$ cat config.mk
export PLATFORM = sky130hd
export DESIGN_NAME = pkt_commit_fifo
export DESIGN_NICKNAME = d
export VERILOG_FILES = /design/src/rtl/pcf_pkg.sv /design/src/rtl/pcf_store.sv /design/src/rtl/pcf_wr_ctrl.sv /design/src/rtl/pcf_rd_ctrl.sv /design/src/rtl/pkt_commit_fifo.sv
export SDC_FILE = /design/constraint.sdc
export NUM_CORES = 1
export LEC_CHECK = 0
export ABC_CLOCK_PERIOD_IN_PS = 3490
export CORE_UTILIZATION = 45
export DETAILED_ROUTE_END_ITERATION = 10
export SLEW_MARGIN = 40
export SYNTH_ARGS = -nofsm -noshare
export SYNTH_HDL_FRONTEND = slang
export SYNTH_SLANG_ARGS = --single-unit
$ cat constraint.sdc
create_clock -name clk -period 3.49 [get_ports clk]
set_input_delay 0.698 -clock clk [delete_from_list [all_inputs] [get_ports clk]]
set_output_delay 0.698 -clock clk [all_outputs]
set_load 0.1 [all_outputs]
$ cat src/rtl/pcf_pkg.sv
package pcf_pkg;

  // Distance from tail to head on a ring of 2**pw positions.
  function automatic int unsigned ring_used(int unsigned head, int unsigned tail,
                                            int unsigned pw);
    int unsigned mask;
    mask = (32'd1 << pw) - 32'd1;
    return (head - tail) & mask;
  endfunction

  function automatic logic ring_is_full(int unsigned used, int unsigned depth);
    return used == depth;
  endfunction

endpackage

$ cat src/rtl/pcf_store.sv
module pcf_store #(
  parameter int unsigned ADDR_W = 4,
  parameter int unsigned ENT_W  = 9
) (
  input  logic              clk,
  input  logic              rst_n,
  input  logic              we,
  input  logic [ADDR_W-1:0] waddr,
  input  logic [ENT_W-1:0]  wdata,
  input  logic              re,
  input  logic [ADDR_W-1:0] raddr,
  output logic [ENT_W-1:0]  rdata
);
  localparam int unsigned DEPTH = 1 << ADDR_W;

  logic [ENT_W-1:0] cells [DEPTH];

  always_ff @(posedge clk) begin
    if (we) cells[waddr] <= wdata;
  end

  always_ff @(posedge clk or negedge rst_n) begin
    if (!rst_n)  rdata <= '0;
    else if (re) rdata <= cells[raddr];
  end

endmodule

$ cat src/rtl/pcf_wr_ctrl.sv
module pcf_wr_ctrl #(
  parameter int unsigned ADDR_W = 4
) (
  input  logic            clk,
  input  logic            rst_n,
  input  logic            wr_en,
  input  logic            wr_last,
  input  logic            commit,
  input  logic            rewind,
  input  logic            err_clr,
  input  logic [ADDR_W:0] rd_ptr,
  output logic [ADDR_W:0] spec_ptr,
  output logic [ADDR_W:0] cmt_ptr,
  output logic            wr_accept,
  output logic            full,
  output logic            ovf_err
);
  localparam int unsigned PW    = ADDR_W + 1;
  localparam int unsigned DEPTH = 1 << ADDR_W;

  logic          pkt_open, stream_on;
  logic          overrun_ev;
  logic [PW-1:0] spec_adv, cmt_nxt;
  logic          open_nxt;
  int unsigned   used;

  assign used       = pcf_pkg::ring_used(32'(spec_ptr), 32'(rd_ptr), PW);
  assign full       = pcf_pkg::ring_is_full(used, DEPTH);
  assign wr_accept  = wr_en && !full && !ovf_err;
  assign overrun_ev = wr_en && full && !ovf_err;

  assign spec_adv = wr_accept ? spec_ptr + PW'(1) : spec_ptr;
  assign cmt_nxt  = (commit || (stream_on && wr_accept)) ? spec_adv : cmt_ptr;
  assign open_nxt = rewind ? 1'b0 : (wr_accept ? !wr_last : pkt_open);

  always_ff @(posedge clk or negedge rst_n) begin
    if (!rst_n) begin
      spec_ptr  <= '0;
      cmt_ptr   <= '0;
      pkt_open  <= 1'b0;
      stream_on <= 1'b0;
      ovf_err   <= 1'b0;
    end else begin
      cmt_ptr  <= cmt_nxt;
      spec_ptr <= rewind ? cmt_nxt : spec_adv;
      pkt_open <= open_nxt;
      if (rewind)                      stream_on <= 1'b0;
      else if (commit)                 stream_on <= open_nxt;
      else if (wr_accept && wr_last)   stream_on <= 1'b0;
      if (overrun_ev)                  ovf_err <= 1'b1;
      else if (err_clr)                ovf_err <= 1'b0;
    end
  end

  a_r3_cmt_hold: assert property (@(posedge clk) disable iff (!rst_n)
    (!commit && !(stream_on && wr_accept)) |=> $stable(cmt_ptr));
  a_r4_commit_incl: assert property (@(posedge clk) disable iff (!rst_n)
    (commit && wr_accept) |=> cmt_ptr == $past(spec_ptr) + PW'(1));
  a_r5_rewind: assert property (@(posedge clk) disable iff (!rst_n)
    (rewind && !commit && !wr_accept) |=> spec_ptr == $past(cmt_ptr));
  a_r6_stream: assert property (@(posedge clk) disable iff (!rst_n)
    (stream_on && wr_accept) |=> cmt_ptr == spec_ptr);
  a_r7_overrun: assert property (@(posedge clk) disable iff (!rst_n)
    (wr_en && full && !ovf_err) |=> ovf_err);
  a_r7_no_overflow: assert property (@(posedge clk) disable iff (!rst_n)
    used <= DEPTH);
  a_r8_sticky: assert property (@(posedge clk) disable iff (!rst_n)
    (ovf_err && !err_clr) |=> ovf_err);
  a_r9_blocked: assert property (@(posedge clk) disable iff (!rst_n)
    ovf_err |-> !wr_accept);

endmodule

$ cat src/rtl/pcf_rd_ctrl.sv
module pcf_rd_ctrl #(
  parameter int unsigned ADDR_W = 4
) (
  input  logic              clk,
  input  logic              rst_n,
  input  logic              rd_en,
  input  logic [ADDR_W:0]   cmt_ptr,
  output logic [ADDR_W:0]   rd_ptr,
  output logic [ADDR_W-1:0] rd_addr,
  output logic              rd_fire,
  output logic              empty,
  output logic              rd_valid
);
  localparam int unsigned PW    = ADDR_W + 1;
  localparam int unsigned DEPTH = 1 << ADDR_W;

  int unsigned avail;

  assign avail   = pcf_pkg::ring_used(32'(cmt_ptr), 32'(rd_ptr), PW);
  assign empty   = (avail == 0);
  assign rd_fire = rd_en && !empty;
  assign rd_addr = rd_ptr[ADDR_W-1:0];

  always_ff @(posedge clk or negedge rst_n) begin
    if (!rst_n) begin
      rd_ptr   <= '0;
      rd_valid <= 1'b0;
    end else begin
      rd_valid <= rd_fire;
      if (rd_fire) rd_ptr <= rd_ptr + PW'(1);
    end
  end

  a_r10_empty_read: assert property (@(posedge clk) disable iff (!rst_n)
    (rd_en && empty) |=> !rd_valid);
  a_r10_pop_valid: assert property (@(posedge clk) disable iff (!rst_n)
    (rd_en && !empty) |=> rd_valid);
  a_r3_read_bound: assert property (@(posedge clk) disable iff (!rst_n)
    avail <= DEPTH);

endmodule

$ cat src/rtl/pkt_commit_fifo.sv
module pkt_commit_fifo #(
  parameter int unsigned ADDR_W = 4,
  parameter int unsigned BYTE_W = 8
) (
  input  logic              clk,
  input  logic              rst_n,
  input  logic              wr_en,
  input  logic [BYTE_W-1:0] wr_data,
  input  logic              wr_last,
  input  logic              commit,
  input  logic              rewind,
  input  logic              err_clr,
  output logic              full,
  output logic              ovf_err,
  input  logic              rd_en,
  output logic [BYTE_W-1:0] rd_data,
  output logic              rd_last,
  output logic              rd_valid,
  output logic              empty
);
  localparam int unsigned ENT_W = BYTE_W + 1;

  logic [ADDR_W:0]   spec_ptr, cmt_ptr, rd_ptr;
  logic [ADDR_W-1:0] rd_addr;
  logic              wr_accept, rd_fire;
  logic [ENT_W-1:0]  rd_word;

  pcf_wr_ctrl #(.ADDR_W(ADDR_W)) u_wr (
    .clk(clk), .rst_n(rst_n), .wr_en(wr_en), .wr_last(wr_last),
    .commit(commit), .rewind(rewind), .err_clr(err_clr), .rd_ptr(rd_ptr),
    .spec_ptr(spec_ptr), .cmt_ptr(cmt_ptr), .wr_accept(wr_accept),
    .full(full), .ovf_err(ovf_err)
  );

  pcf_rd_ctrl #(.ADDR_W(ADDR_W)) u_rd (
    .clk(clk), .rst_n(rst_n), .rd_en(rd_en), .cmt_ptr(cmt_ptr),
    .rd_ptr(rd_ptr), .rd_addr(rd_addr), .rd_fire(rd_fire),
    .empty(empty), .rd_valid(rd_valid)
  );

  pcf_store #(.ADDR_W(ADDR_W), .ENT_W(ENT_W)) u_mem (
    .clk(clk), .rst_n(rst_n), .we(wr_accept), .waddr(spec_ptr[ADDR_W-1:0]),
    .wdata({wr_last, wr_data}), .re(rd_fire), .raddr(rd_addr), .rdata(rd_word)
  );

  assign rd_data = rd_word[BYTE_W-1:0];
  assign rd_last = rd_word[BYTE_W];

endmodule

==> key figures <==
CTS
  • Clock sink count: about 170
  • Worst-Skew Late Latency: approximately 0.42 ns
  • CTS Hold Bufs: 0
  • Cts bufs inserted: 17
  • Postcts setup bufs: 0
  • CTS tree: built
  • H-tree levels: 4
  • Reg clk slew, reported paths: 0.06 ns
  • Clock root cell: clkbuf_16
  • Clk buf depth: 2
  • Post-CTS sizing: 0

Power
  • Int Pwr: about 4.7 mW
  • Total power: ~7.3 mW
  • Power Density: just under 900 nW/um^2
  • Worst vdd ir: between 0.3 and 0.4 mV
  • Cell leakage power: 2.84 nW
  • Sw frac: between 30% and 40%
  • Clk pwr share: a little under a quarter
  • Psw: 2.65 mW
  • Logic pwr share: around two fifths
  • Seq pwr share: approximately 38%

Synthesis
  • Multiplexer share of the synthesized area: between 10% and 20%
  • Yosys cell types: 49
  • Post-Synth Simple-Gate Area: under 10%
  • FF+latch count, synth: 172
  • Complex-gate fraction of the synthesized area: about 2.3%
  • Syn Nets: ~400
  • YS warnings: 0
  • Adder-Cell Fraction of Synth Area: between 2 and 2.5%
  • Xor and xnor fraction of the mapped netlist area: around 1.7%
  • Async SR Flop Fraction: 16.3%
  • Synthesized cell area: 7220 um^2
  • Sequential area share after synthesis: a little over two thirds
  • Largest family of logic cells by synthesized area: multiplexers
  • Gate Count Post-Synth: 367
  • Predominant post-synthesis flop cell: edfxtp_1
  • Mean Syn Cell Area: ~20 um^2
  • EDFF count, synth: roughly 140

Finish
  • Final Util: between 50% and 60%
  • Most frequent cells in the layout: edfxtp_1, mux4_2, dfrtp_1
  • Area Overhead vs Synth: 14.1%
  • Most common cell after layout, fill and taps aside: edfxtp_1
  • Nets: about 440
  • Layout cells sized above 1: approximately a quarter
  • # diodes: 0

Route
  • DRC Markers: 0
  • DR vias: ~3600
  • Detail Route Antenna Nets: 0
  • Via density: around 5.7
  • WL per Instance: 23.3 um
  • DRT iter0 DRCs: roughly 280
  • Drt pass-1 iters: 4
  • Total wire length: about 15 mm

Die
  • Ports: 29
  • Initial core utilization: ~47%
  • Num rows: 45
  • Die H: between 100 and 150 um
  • Core Region: roughly 15000 um^2
  • Die width: 129 um
  • Die ar.: 16600 um^2

Placed design
  • RD Place Congestion: ~0.75
  • Port Buffers: 28
  • Post-DP HPWL: approximately 10 mm
  • Post-Place Setup Slack: slightly above 0.6 ns

GRT
  • GRT Total Usage: about a fifth
  • Initial antenna violation count: 0
  • First-pass GRT wire length: 23.0 mm
  • Via count of the first global-routing pass: approximately 3700
  • Global route total overflow: 0
  • Pin count of the biggest net entering global routing: 40

Timing
  • RSZ-0062 raised after global routing: false
  • Layout Skew: ~0.0071 ns
  • Crit share post-route: 90.4%
  • Final Hold Fails: 0
  • Worst slew pin tran: 0.744 ns
  • Hold_ws: 0.238 ns
  • Total Neg Setup Slack: 0 ns
  • Endpoints failing setup: 0
  • Slew margin rel.: between 50 and 60%
  • Shortest period the worst path allows: between 3 and 4 ns
  • Final setup margin: roughly 0.34 ns
  • Fmax: ~320 MHz
  • Slew Viols, Final: 0

Min path
  • Hold Path Class: primary input to async pin

Critical path
  • CP max stage delay: ~0.61 ns
  • Worst path top cell family by delay: compound AO/OA/AOI/OAI gates
  • Critical path required time: 2.79 ns
  • Crit path kind: flip-flop to primary output
  • Crit path cell chain: ha_1 > a211o_1 > a211oi_2 > buf_4 > buf_12
  • Slowest cell on the critical path: dfrtp_1
  • CP Capture Type: primary output
  • Crit Path Max Fanout: 13
  • Crit path launch type: flip-flop
  • WP data arrival: about 2.5 ns
  • CP bufs+invs: 2

Run
  • Max_cap viols: 0

Run status
  • Status: finished clean
## synth_stat cells (2+ instances only)
cell type  count  area share (%)
xor2_1         7            0.85
ha_1          13             2.3
dfrtp_1       28             9.7
mux2_2         4            0.62
nor2b_1        4            0.35
edfxtp_1     144              60
mux4_1         8             2.9
inv_1          9            0.47
mux4_2        37              12
nand2b_1       6            0.52
mux2_4         9             1.9
nor2_1        10            0.52
nand3_1        4            0.28
buf_12         2            0.55
buf_4          2            0.21
nor3_1         4            0.28
buf_1          2            0.10
a21oi_1        4            0.28
nor3b_1        4            0.42
mux2i_1        2            0.28
and2_1        12             1.0
and4_1         3            0.36
o21ai_0        4            0.28
a221o_1        2            0.28
clkbuf_1       7            0.36
xnor2_1        7            0.85
nand2_1        6            0.31
or3_1          2            0.17
## state kept, by name, indices dropped and copies added (netlist names)
name            flops
u_wr.pkt_open       1
u_wr.ovf_err        1
u_rd.rd_ptr         5
u_mem.rdata         9
u_wr.stream_on      1
u_wr.cmt_ptr        5
u_mem.cells       144
u_wr.spec_ptr       5
u_rd.rd_valid       1
## final timing paths
path                                            start                           to  slack [ns]  cells after the start
hold reg to reg            u_mem.rdata[1]$_DFFE_PN0P_   u_mem.rdata[1]$_DFFE_PN0P_        0.51                      1
setup / recovery           u_wr.spec_ptr[3]$_DFF_PN0_                         full        0.34                      5
hold / removal                                  rst_n     u_wr.ovf_err$_DFFE_PN0P_        0.24                      1
max in group asynchronous                       rst_n   u_mem.rdata[1]$_DFFE_PN0P_        2.72                      2
setup reg to reg           u_wr.spec_ptr[3]$_DFF_PN0_  u_mem.cells[9][2]$_DFFE_PP_        0.61                      7
min in group clk           u_mem.rdata[1]$_DFFE_PN0P_   u_mem.rdata[1]$_DFFE_PN0P_        0.51                      1
## power groups by stage
stage / Combinational [mW] / Sequential (mW) / Clock [mW]
floorplan: 1.81 / 3.17 / 0
global route: 3.05 / 2.82 / 1.78
CTS: 2.87 / 2.79 / 1.71
detailed placement: 2.87 / 2.82 / 0
global placement: 2.88 / 2.82 / 0
finish: 2.84 / 2.78 / 1.69
## metrics by stage
| stage | cells | cell area (um^2) |
|---|---|---|
| after floorplan | 367 | 7230 |
| after global placement | 601 | 7770 |
| after detailed placement | 601 | 7710 |
| after CTS | 632 | 8240 |
| after global routing | 632 | 8240 |
| final | 632 | 8240 |
## routing by layer
metal | up-vias | global-route usage (%) | routed length [um]
li1 | 1576 | - | -
met1 | 1866 | 30.9 | 7200
met2 | 122 | 28.1 | 6480
met3 | 14 | 4.12 | 924
met4 | 0 | 6.23 | 155
met5 | - | 0 | 0
## cell type report
cell class                 instances  area, um^2
timing repair buffer              38         315
clock buffer                      18         429
tap                              211         264
multi-input combinational        171        2070
clock inverter                    13        97.6
inverter                           9        33.8
fill                            1246        7190
sequential                       172        5030
## cells by family after synthesis
| family | Yosys count |
|---|---|
| AO/OA/AOI/OAI | 22 |
| XOR/XNOR | 14 |
| adder cells (fa/ha/maj) | 13 |
| buffers and inverters | 24 |
| flip-flops | 172 |
| multiplexers | 61 |
| AND/OR/NAND/NOR | 61 |
## worst reg2reg max path, cell delays in order, from the launching register on
cell and delay [ns]:
dfrtp_1 0.61, ha_1 0.35, nor2_1 0.13, xnor2_1 0.15, a211oi_2 0.10, nand2b_1 0.24, nor3b_1 0.44, and2_1 0.50
Note: power is estimated with default switching activity, not from simulation.
